`src/rtl/icps_pkg.sv`:
```
package icps_pkg;
    typedef enum logic [1:0] {
        ST_IDLE = 2'd0,
        ST_TAG  = 2'd1,
        ST_DATA = 2'd2,
        ST_DONE = 2'd3
    } scan_st_e;

    localparam int HI_W     = 32;
    localparam int LO_W     = 64;
    localparam int INSN_W   = 32;
    localparam int BYTE_W   = 8;
    localparam int INSN_BYTES = INSN_W / BYTE_W;
endpackage

```
`src/rtl/icps_tag_chk.sv`:
```
module icps_tag_chk #(
    parameter int IDX_W      = 13,
    parameter int VLD_BIT    = 29,
    parameter int VLD_PAR    = 27,
    parameter int P0_BIT     = 10,
    parameter int P1_BIT     = 11,
    parameter int P0_TOP     = 23,
    parameter int P1_LOW     = 24,
    parameter int VA_MID_LO  = 13,
    parameter int VA_MID_HI  = 43,
    parameter int REGION_LO  = 62,
    parameter int SEXT_BIT   = 31
) (
    input  logic [icps_pkg::HI_W-1:0] hi_i,
    input  logic [icps_pkg::LO_W-1:0] lo_i,
    input  logic [IDX_W-1:0]          idx_i,
    output logic                      line_valid_o,
    output logic                      tag_err_o,
    output logic [icps_pkg::LO_W-1:0] va_o
);
    localparam int LO_W = icps_pkg::LO_W;

    logic vld_err;
    logic p0_calc;
    logic p1_calc;
    logic [LO_W-1:0] keep_mask;
    logic [LO_W-1:0] p0_mask;
    logic region_top;

    always_comb begin
        p0_mask = '0;
        for (int i = 0; i <= P0_TOP; i++) begin
            if (i != P0_BIT && i != P1_BIT) p0_mask[i] = 1'b1;
        end
        keep_mask = '0;
        for (int i = 0; i < LO_W; i++) begin
            if ((i >= REGION_LO) || (i >= VA_MID_LO && i <= VA_MID_HI))
                keep_mask[i] = 1'b1;
        end
    end

    assign line_valid_o = hi_i[VLD_BIT];
    assign vld_err      = hi_i[VLD_BIT] ^ hi_i[VLD_PAR];
    assign p0_calc      = ^(lo_i & p0_mask);
    assign p1_calc      = ^lo_i[LO_W-1:P1_LOW];

    assign tag_err_o = vld_err
                     | (line_valid_o & (p0_calc ^ lo_i[P0_BIT]))
                     | (line_valid_o & (p1_calc ^ lo_i[P1_BIT]));

    assign region_top = lo_i[SEXT_BIT] & (&lo_i[LO_W-1:REGION_LO]);

    always_comb begin
        va_o = (lo_i & keep_mask) | {{(LO_W-IDX_W){1'b0}}, idx_i};
        if (region_top) begin
            va_o[REGION_LO-1:VA_MID_HI+1] = '1;
        end
    end
endmodule

```
`src/rtl/icps_data_chk.sv`:
```
module icps_data_chk #(
    parameter int PRE_LO  = 8,
    parameter int PRE_PAR = 16,
    parameter int A_NIB   = 4,
    parameter int B_NIB   = 0
) (
    input  logic [icps_pkg::HI_W-1:0] side_i,
    input  logic [icps_pkg::LO_W-1:0] pair_i,
    output logic                      beat_err_o
);
    import icps_pkg::*;

    logic [INSN_W-1:0]     insn_a;
    logic [INSN_W-1:0]     insn_b;
    logic [INSN_BYTES-1:0] par_a;
    logic [INSN_BYTES-1:0] par_b;
    logic                  pre_err;

    assign insn_a = pair_i[LO_W-1:INSN_W];
    assign insn_b = pair_i[INSN_W-1:0];

    genvar g;
    generate
        for (g = 0; g < INSN_BYTES; g++) begin : g_byte
            assign par_a[g] = ^insn_a[g*BYTE_W +: BYTE_W];
            assign par_b[g] = ^insn_b[g*BYTE_W +: BYTE_W];
        end
    endgenerate

    assign pre_err = (^side_i[PRE_LO +: BYTE_W]) ^ side_i[PRE_PAR];

    assign beat_err_o = pre_err
                      | (par_a != side_i[A_NIB +: INSN_BYTES])
                      | (par_b != side_i[B_NIB +: INSN_BYTES]);
endmodule

```
`src/rtl/icache_idx_scrub.sv`:
```
module icache_idx_scrub #(
    parameter int NUM_WAYS  = 4,
    parameter int NUM_BEATS = 4,
    parameter int IDX_W     = 13,
    parameter int BANK_LSB  = 5,
    parameter int BANK_W    = 2,
    parameter int SET_W     = 6,
    parameter int LRU_LSB   = 14,
    parameter int WAY_W     = $clog2(NUM_WAYS),
    parameter int LRU_W     = NUM_WAYS * WAY_W
) (
    input  logic                clk,
    input  logic                rst_n,
    input  logic                start_i,
    input  logic [IDX_W-1:0]    index_i,
    input  logic                data_chk_en_i,
    input  logic                beat_valid_i,
    output logic                beat_ready_o,
    input  logic [31:0]         beat_hi_i,
    input  logic [63:0]         beat_lo_i,
    output logic                way_rpt_valid_o,
    output logic [WAY_W-1:0]    way_rpt_num_o,
    output logic                way_line_valid_o,
    output logic                way_tag_err_o,
    output logic [63:0]         way_va_o,
    output logic [LRU_W-1:0]    lru_order_o,
    output logic [BANK_W-1:0]   bank_o,
    output logic [SET_W-1:0]    set_o,
    output logic                busy_o,
    output logic                done_o,
    output logic                tag_err_o,
    output logic                data_err_o
);
    import icps_pkg::*;

    localparam int BEAT_W = (NUM_BEATS > 1) ? $clog2(NUM_BEATS) : 1;
    localparam int SET_LSB = BANK_LSB + BANK_W;
    localparam logic [WAY_W-1:0]  LAST_WAY  = WAY_W'(NUM_WAYS - 1);
    localparam logic [BEAT_W-1:0] LAST_BEAT = BEAT_W'(NUM_BEATS - 1);

    scan_st_e state_q, state_d;
    logic [WAY_W-1:0]  way_q;
    logic [BEAT_W-1:0] beat_q;
    logic [IDX_W-1:0]  idx_q;
    logic              den_q;
    logic              tag_flag_q;
    logic              data_flag_q;
    logic              hs;
    logic              start_ok;
    logic              t_valid;
    logic              t_err;
    logic [63:0]       t_va;
    logic              d_err;

    icps_tag_chk #(.IDX_W(IDX_W)) tag_chk_i (
        .hi_i         (beat_hi_i),
        .lo_i         (beat_lo_i),
        .idx_i        (idx_q),
        .line_valid_o (t_valid),
        .tag_err_o    (t_err),
        .va_o         (t_va)
    );

    icps_data_chk data_chk_i (
        .side_i     (beat_hi_i),
        .pair_i     (beat_lo_i),
        .beat_err_o (d_err)
    );

    assign hs       = beat_valid_i & beat_ready_o;
    assign start_ok = start_i & (state_q == ST_IDLE);

    // Next-state logic
    always_comb begin
        state_d = state_q;
        unique case (state_q)
            ST_IDLE: if (start_i) state_d = ST_TAG;
            ST_TAG: begin
                if (hs) begin
                    if (den_q)                 state_d = ST_DATA;
                    else if (way_q == LAST_WAY) state_d = ST_DONE;
                    else                       state_d = ST_TAG;
                end
            end
            ST_DATA: begin
                if (hs && beat_q == LAST_BEAT) begin
                    state_d = (way_q == LAST_WAY) ? ST_DONE : ST_TAG;
                end
            end
            ST_DONE: state_d = ST_IDLE;
            default: state_d = ST_IDLE;
        endcase
    end

    // State register
    always_ff @(posedge clk) begin
        if (!rst_n) state_q <= ST_IDLE;
        else        state_q <= state_d;
    end

    // State-decoded outputs
    always_comb begin
        beat_ready_o = 1'b0;
        busy_o       = 1'b1;
        done_o       = 1'b0;
        unique case (state_q)
            ST_IDLE: busy_o = 1'b0;
            ST_TAG:  beat_ready_o = 1'b1;
            ST_DATA: beat_ready_o = 1'b1;
            ST_DONE: done_o = 1'b1;
            default: busy_o = 1'b0;
        endcase
    end

    // Scan position counters and latched scan parameters
    always_ff @(posedge clk) begin
        if (!rst_n) begin
            way_q  <= '0;
            beat_q <= '0;
            idx_q  <= '0;
            den_q  <= 1'b0;
        end else if (start_ok) begin
            way_q  <= '0;
            beat_q <= '0;
            idx_q  <= index_i;
            den_q  <= data_chk_en_i;
        end else if (hs) begin
            if (state_q == ST_TAG) begin
                beat_q <= '0;
                if (!den_q) way_q <= way_q + 1'b1;
            end else begin
                if (beat_q == LAST_BEAT) begin
                    beat_q <= '0;
                    way_q  <= way_q + 1'b1;
                end else begin
                    beat_q <= beat_q + 1'b1;
                end
            end
        end
    end

    // Per-way report and replacement ordering
    always_ff @(posedge clk) begin
        if (!rst_n) begin
            way_rpt_valid_o  <= 1'b0;
            way_rpt_num_o    <= '0;
            way_line_valid_o <= 1'b0;
            way_tag_err_o    <= 1'b0;
            way_va_o         <= '0;
            lru_order_o      <= '0;
        end else begin
            way_rpt_valid_o <= hs & (state_q == ST_TAG);
            if (hs && state_q == ST_TAG) begin
                way_rpt_num_o    <= way_q;
                way_line_valid_o <= t_valid;
                way_tag_err_o    <= t_err;
                way_va_o         <= t_va;
                if (way_q == '0) lru_order_o <= beat_hi_i[LRU_LSB +: LRU_W];
            end
        end
    end

    // Accumulated error flags
    always_ff @(posedge clk) begin
        if (!rst_n) begin
            tag_flag_q  <= 1'b0;
            data_flag_q <= 1'b0;
        end else if (start_ok) begin
            tag_flag_q  <= 1'b0;
            data_flag_q <= 1'b0;
        end else if (hs) begin
            if (state_q == ST_TAG) tag_flag_q  <= tag_flag_q | t_err;
            else                   data_flag_q <= data_flag_q | d_err;
        end
    end

    assign tag_err_o  = tag_flag_q;
    assign data_err_o = data_flag_q;
    assign bank_o     = idx_q[BANK_LSB +: BANK_W];
    assign set_o      = idx_q[SET_LSB +: SET_W];
endmodule

```
`config.mk`:
```
export PLATFORM = sky130hd
export DESIGN_NAME = icache_idx_scrub
export DESIGN_NICKNAME = d
export VERILOG_FILES = /design/src/rtl/icps_pkg.sv /design/src/rtl/icps_tag_chk.sv /design/src/rtl/icps_data_chk.sv /design/src/rtl/icache_idx_scrub.sv
export SDC_FILE = /design/constraint.sdc
export NUM_CORES = 1
export LEC_CHECK = 0
export BUFFER_PORTS_ARGS = -buffer_cell sky130_fd_sc_hd__buf_2
export CAP_MARGIN = 0
export CORE_ASPECT_RATIO = 1.5
export CORE_MARGIN = 1.5
export CORE_UTILIZATION = 50
export CTS_CLUSTER_DIAMETER = 40
export DETAILED_ROUTE_END_ITERATION = 16
export PLACE_DENSITY = 0.86
export SYNTH_ARGS = -nofsm -noshare
export SYNTH_HDL_FRONTEND = slang
export SYNTH_SLANG_ARGS = --single-unit
```
`constraint.sdc`:
```
create_clock -name clk -period 5.1 [get_ports clk]
set_clock_uncertainty 0.15 [all_clocks]
set_input_delay 0 -clock clk [delete_from_list [all_inputs] [get_ports clk]]
set_output_delay 0 -clock clk [all_outputs]
set_load 0.01 [all_outputs]
```
======== Yosys cells after proc, flatten, opt, wreduce, memory -nomap -nowiden ========
Index checks and enable logic that the tools add are counted.
word-level totals
  input port bits ......................... 114
  word-level logic and storage cells ...... 84
  output and inout port bits .............. 90
  flip-flop bits (word level) ............. 99
cells by class
  reductions and logical operators ........ 24
  eq/ne operators ......................... 11
  bitwise gates (word level) .............. 19
  $add $sub $neg .......................... 2
  mux-type cells .......................... 15
operators by type and width
  cell                                                  number
  XOR reduction 8 bit                                   9
  bitwise OR 64 x 13 -> 64 bit                          1
  XOR reduction 64 bit                                  1
  XOR reduction 40 bit                                  1
  two-way mux 2 bit                                     10
  two-way mux 18 bit                                    1
  equality test 2 bit (second input constant)           4
  inequality test 2 bit (second input constant)         4
  inequality test 4 bit                                 2
  case mux 2 bit (4 select lines)                       1
  AND reduction 2 bit                                   4
  AND 1 bit                                             6
  bitwise OR 1 bit                                      6
  AND reduction 3 bit                                   2
  adder 2 x 1 -> 2 bit (second input constant)          2
  zero test 2 bit                                       2
  OR reduction 2 bit                                    2
  bitwise XOR 1 bit                                     4
  two-way mux 1 bit                                     3
  equality test 2 x 1 -> 1 bit (second input constant)  1
  logical AND 1 bit                                     2
  NOT 1 bit                                             2
  nonzero test 2 bit                                    1

======== Depth between registers and ports, before layout ========
  depth after elaboration ................. 7
  gate-level depth with buffers ........... 9
  mapped depth without buffers ............ 7

======== Modules after synthesis ========
A second synthesis with hierarchy kept.
unflattened totals
  cells, all modules ...................... 657
  area total of the unflattened synthesis .. 5629.1 um^2
by module, submodules not included
  module            cells an instance  times used  seq. area each (um^2)  area an instance (um^2)
  icache_idx_scrub  460                1           1981.9                 3861.2
  icps_tag_chk      130                1           0.0                    1062.3
  icps_data_chk     67                 1           0.0                    705.7

======== Worst setup path after synthesis ========
No wires, ideal clock.
  path type ............................... input to register
  start ................................... input beat_lo_i[62]
  end ..................................... register data_flag_q (netlist: data_err_o)
  data required time ...................... 4.833 ns
  setup slack ............................. 3.086 ns
  path buffers ............................ 0
  data arrival time ....................... 1.747 ns
  setup time .............................. 0.117 ns
  stages on the path ...................... 7
  path through ............................ ha_1 > xnor3_1 > xnor3_1 > xnor2_1 > nand3_1 > or4_1 > a32o_1
on the way
  cells in the longest elaborated chain, start to end .. 5
ends and longest elaborated chain
  what                    RTL line                 RTL
  start: declaration      icache_idx_scrub.sv:20   input logic [63:0] beat_lo_i,
  XOR reduction 8 bit     icps_data_chk.sv:25      assign par_a[g] = ^insn_a[g*BYTE_W +: BYTE_W];
  inequality test 4 bit   icps_data_chk.sv:33      | (par_a != side_i[A_NIB +: INSN_BYTES])
  bitwise OR 1 bit        icps_data_chk.sv:33
  bitwise OR 1 bit        icps_data_chk.sv:34      | (par_b != side_i[B_NIB +: INSN_BYTES]);
  bitwise OR 1 bit        icache_idx_scrub.sv:173  else data_flag_q <= data_flag_q | d_err;
  end signal: assignment  icache_idx_scrub.sv:173
  end: declaration        icache_idx_scrub.sv:47   logic data_flag_q;
No other way between the ends.
A chain may end at the register's enable or synchronous reset.

======== Worst setup path after layout ========
  start ................................... register state_q[1]
  end ..................................... register way_tag_err_o
on the way
  cells in the longest elaborated chain, start to end .. 5
  elaborated cells between the ends (all ways) .. 6
  those cells by class .................... eq/ne (2); mux (1); bitwise (1); reduce/logical (2)
ends and longest elaborated chain
  what                                                                 RTL line                                          RTL
  start: declaration                                                   icache_idx_scrub.sv:41                            scan_st_e state_q, state_d;
  start signal: assignment                                             icache_idx_scrub.sv:98                            else state_q <= state_d;
  equality test 2 x 1 -> 1 bit or equality test 2 bit (tied branches)  icache_idx_scrub.sv:106, icache_idx_scrub.sv:153
  OR reduction 2 bit (no line)                                         n/a
  two-way mux 1 bit                                                    icache_idx_scrub.sv:106                           unique case (state_q)
  AND 1 bit                                                            icache_idx_scrub.sv:70                            assign hs = beat_valid_i & beat_ready_o;
  logical AND 1 bit (*)                                                icache_idx_scrub.sv:153                           if (hs && state_q == ST_TAG) begin
  end signal: assignment                                               icache_idx_scrub.sv:156                           way_tag_err_o <= t_err;
  end: declaration                                                     icache_idx_scrub.sv:24                            output logic way_tag_err_o,
Mark *: on every way between the ends. The rest lies on a longest branch, timed or not.

==> out/metrics.cfg <==
[outcome]
status=completed

[routing]
via_per_inst=5.11
vias=4125
drc=0
drt-initial-drc-count=185
first_pass_iters=4
ant_nets=0
drt-total-wl_um=12400
wl_per_cell_um=15.4

[setup_path]
cp_max_fo=52
criticalPathCategory=reg -> reg
crit_slowest_cell=nand3_2
cp-end-kind=flip-flop
crit_arrival_ns=2.90
crit_chain=inv_1, ha_1, nand3_2, and2_1, nor3_1, a21oi_1
cp.required_ns=5.17
max_stage_delay_ns=0.90
start_kind=flip-flop

[cts]
htreeDepth=3
cts_resized=0
cts_buffer_depth=2
cts_buffers=9
post-cts-setup-buffer-count=0
cts_tree=yes
cts_hold_buf=58
clkSinkCount=82
clk_pin_slew_ns=0.06
clk_latency_ns=0.33
cts-root-buf=clkbuf_16

[pwr]
power.density_mw_per_mm2=309
vdd_ir_drop_max_uv=220
leakagePower_nw=2.68
power_mw=1.83

[yosys]
synth_edf_count=0
netlist_area_mm2=0.00419
yosys.area.top_type=dfxtp_1
synth-seq-cells=82
yosysTopAreaCellShare_pct=39.2
yosysWarnings=0
ys_seq_area_share_pct=39.2
postSynth.asyncResetShare_pct=0
synth_area_leaders=dfxtp_1 (39%), nand2_1 (13%), a21boi_0 (13%)
ys.flop_type=dfxtp_1
synth_fp_nets=604
synth_cells=481
ys_types=32
syn_avg_cell_area_um2=8.71

[floorplan]
die_w_um=77.7
die_y_um=115
core_area_mm2=0.00806
rows=40
die_area_mm2=0.00895
initial_core_util_pct=52.0
io_pins=204

[min_path]
min_path_type=in -> reg

[layout]
n_antenna_cell=0
final_area_mm2=0.00592
area_growth_pct=41.4
nNetsFinal=821
fin_util_pct=73.5
drive_above_1_share_pct=30.7
stdcell_count=808

[timing]
slew_headroom_pct=25.3
rsz0062_at_grt=no
hold_viol=0
period_share_pct=55.5
tns_ns=0
fmax_mhz=353
tightest_slew_ns=1.12
drv_slew=0
fin_crit_ns=2.83
finalSetupViolCount=0

[run]
maxCapViolCount=0

[placed_design]
portBuffers=195
place_area_mm2=0.00504
dp_cells=734
globalplace.congestion=0.850
dp.final_hpwl_um=7650

[grt]
antenna_found_initial=0
first_global_vias=4072
grt_util_all_layers_pct=27.6
grt_max_degree=79
grt_pass1_wl_um=19200
overflow=0

cell type report:
cell class                 count  area (um2)
clock inverter                 4        50.0
multi-input combinational    346        2260
clock buffer                  12         256
fill                         536        2130
timing repair buffer         254        1560
sequential                    82        1640
tap                          105         131
inverter                       5        18.8
where the power goes:
part	internal, mW	switching, mW	total [mW]
Sequential	0.668	0.0174	0.685
Clock	0.405	0.255	0.660
Combinational	0.253	0.231	0.485
through the flow:
| stage | hold WS (ns) | setup WS (ns) |
|---|---|---|
| 2_1_floorplan | -0.00508 | 3.09 |
| 3_3_place_gp | 0.100 | 2.35 |
| 3_5_place_dp | 0.108 | 2.27 |
| 4_1_cts | 0.0182 | 2.25 |
| 5_1_grt | 0.0609 | 2.06 |
| 6_report | 0.0261 | 2.27 |
worst max-delay path, delay by kind of cell (launching register included):
kind            cells  cell delay, ns
simple gates        3            1.63
buf+inv             1            0.12
flops               1            0.35
fa+ha+maj           1            0.36
compound gates      1            0.08
Yosys cell counts, types with 2 or more instances:
cell type  count
a21boi_0      73
xnor3_1        9
and3_1         2
dfxtp_1       82
nand2_1      150
nand2b_1       2
nor2_1         8
xor2_1         9
and2_1         3
a21oi_1        7
clkbuf_1      23
nor3_1         3
buf_4         25
xnor2_1       51
ha_1           9
nand3_1        3
o21ai_0        3
inv_1          5
state kept, by name, summed over array words and instances (netlist names), 2 cells and up:
| name | flops |
|---|---|
| beat_q | 2 |
| idx_q | 13 |
| lru_order_o | 8 |
| state_q | 2 |
| way_q | 2 |
| way_rpt_num_o | 2 |
| way_va_o | 47 |
kinds of logic (layout without fill, tap and decap cells):
kind of cell,Yosys count,in the layout,share of synthesized area [%]
buffers and inverters,53,275,6.99
XOR/XNOR,72,72,18.9
flip-flops,82,82,39.2
adder cells (fa/ha/maj),9,9,2.69
AND/OR/NAND/NOR,177,177,16.9
AO/OA/AOI/OAI,88,88,15.3
final timing paths:
check	startpoint	endpoint	slack, ns	cells past startpoint
setup / recovery	state_q[1]	way_tag_err_o	2.27	6
hold / removal	beat_valid_i	beat_q[1]	0.03	4
setup reg to reg	state_q[1]	way_tag_err_o	2.27	6
hold reg to reg	way_va_o[40]	way_va_o[40]	0.31	2
cells in the final DEF, fill, tap and decap left out, drive strengths merged, types with 8 or more instances in the layout:
cell         Yosys  final
nand2          150    150
dlygate4sd3      0     58
ha               9      9
clkbuf          23     12
xnor3           10     10
buf             25    196
nor2             8      8
dfxtp           82     82
a21boi          73     73
xor2             9      9
xnor2           52     52
per-layer routing:
layer / track usage (%) / vias up / share of wire, %
met2: 51.5 / 199 / 53
li1: - / 1967 / -
met4: 16.0 / 0 / 4.6
met3: 7.30 / 55 / 6.8
met5: 0 / - / 0
met1: 27.1 / 1904 / 35
Note: power is estimated with default switching activity, not from simulation.
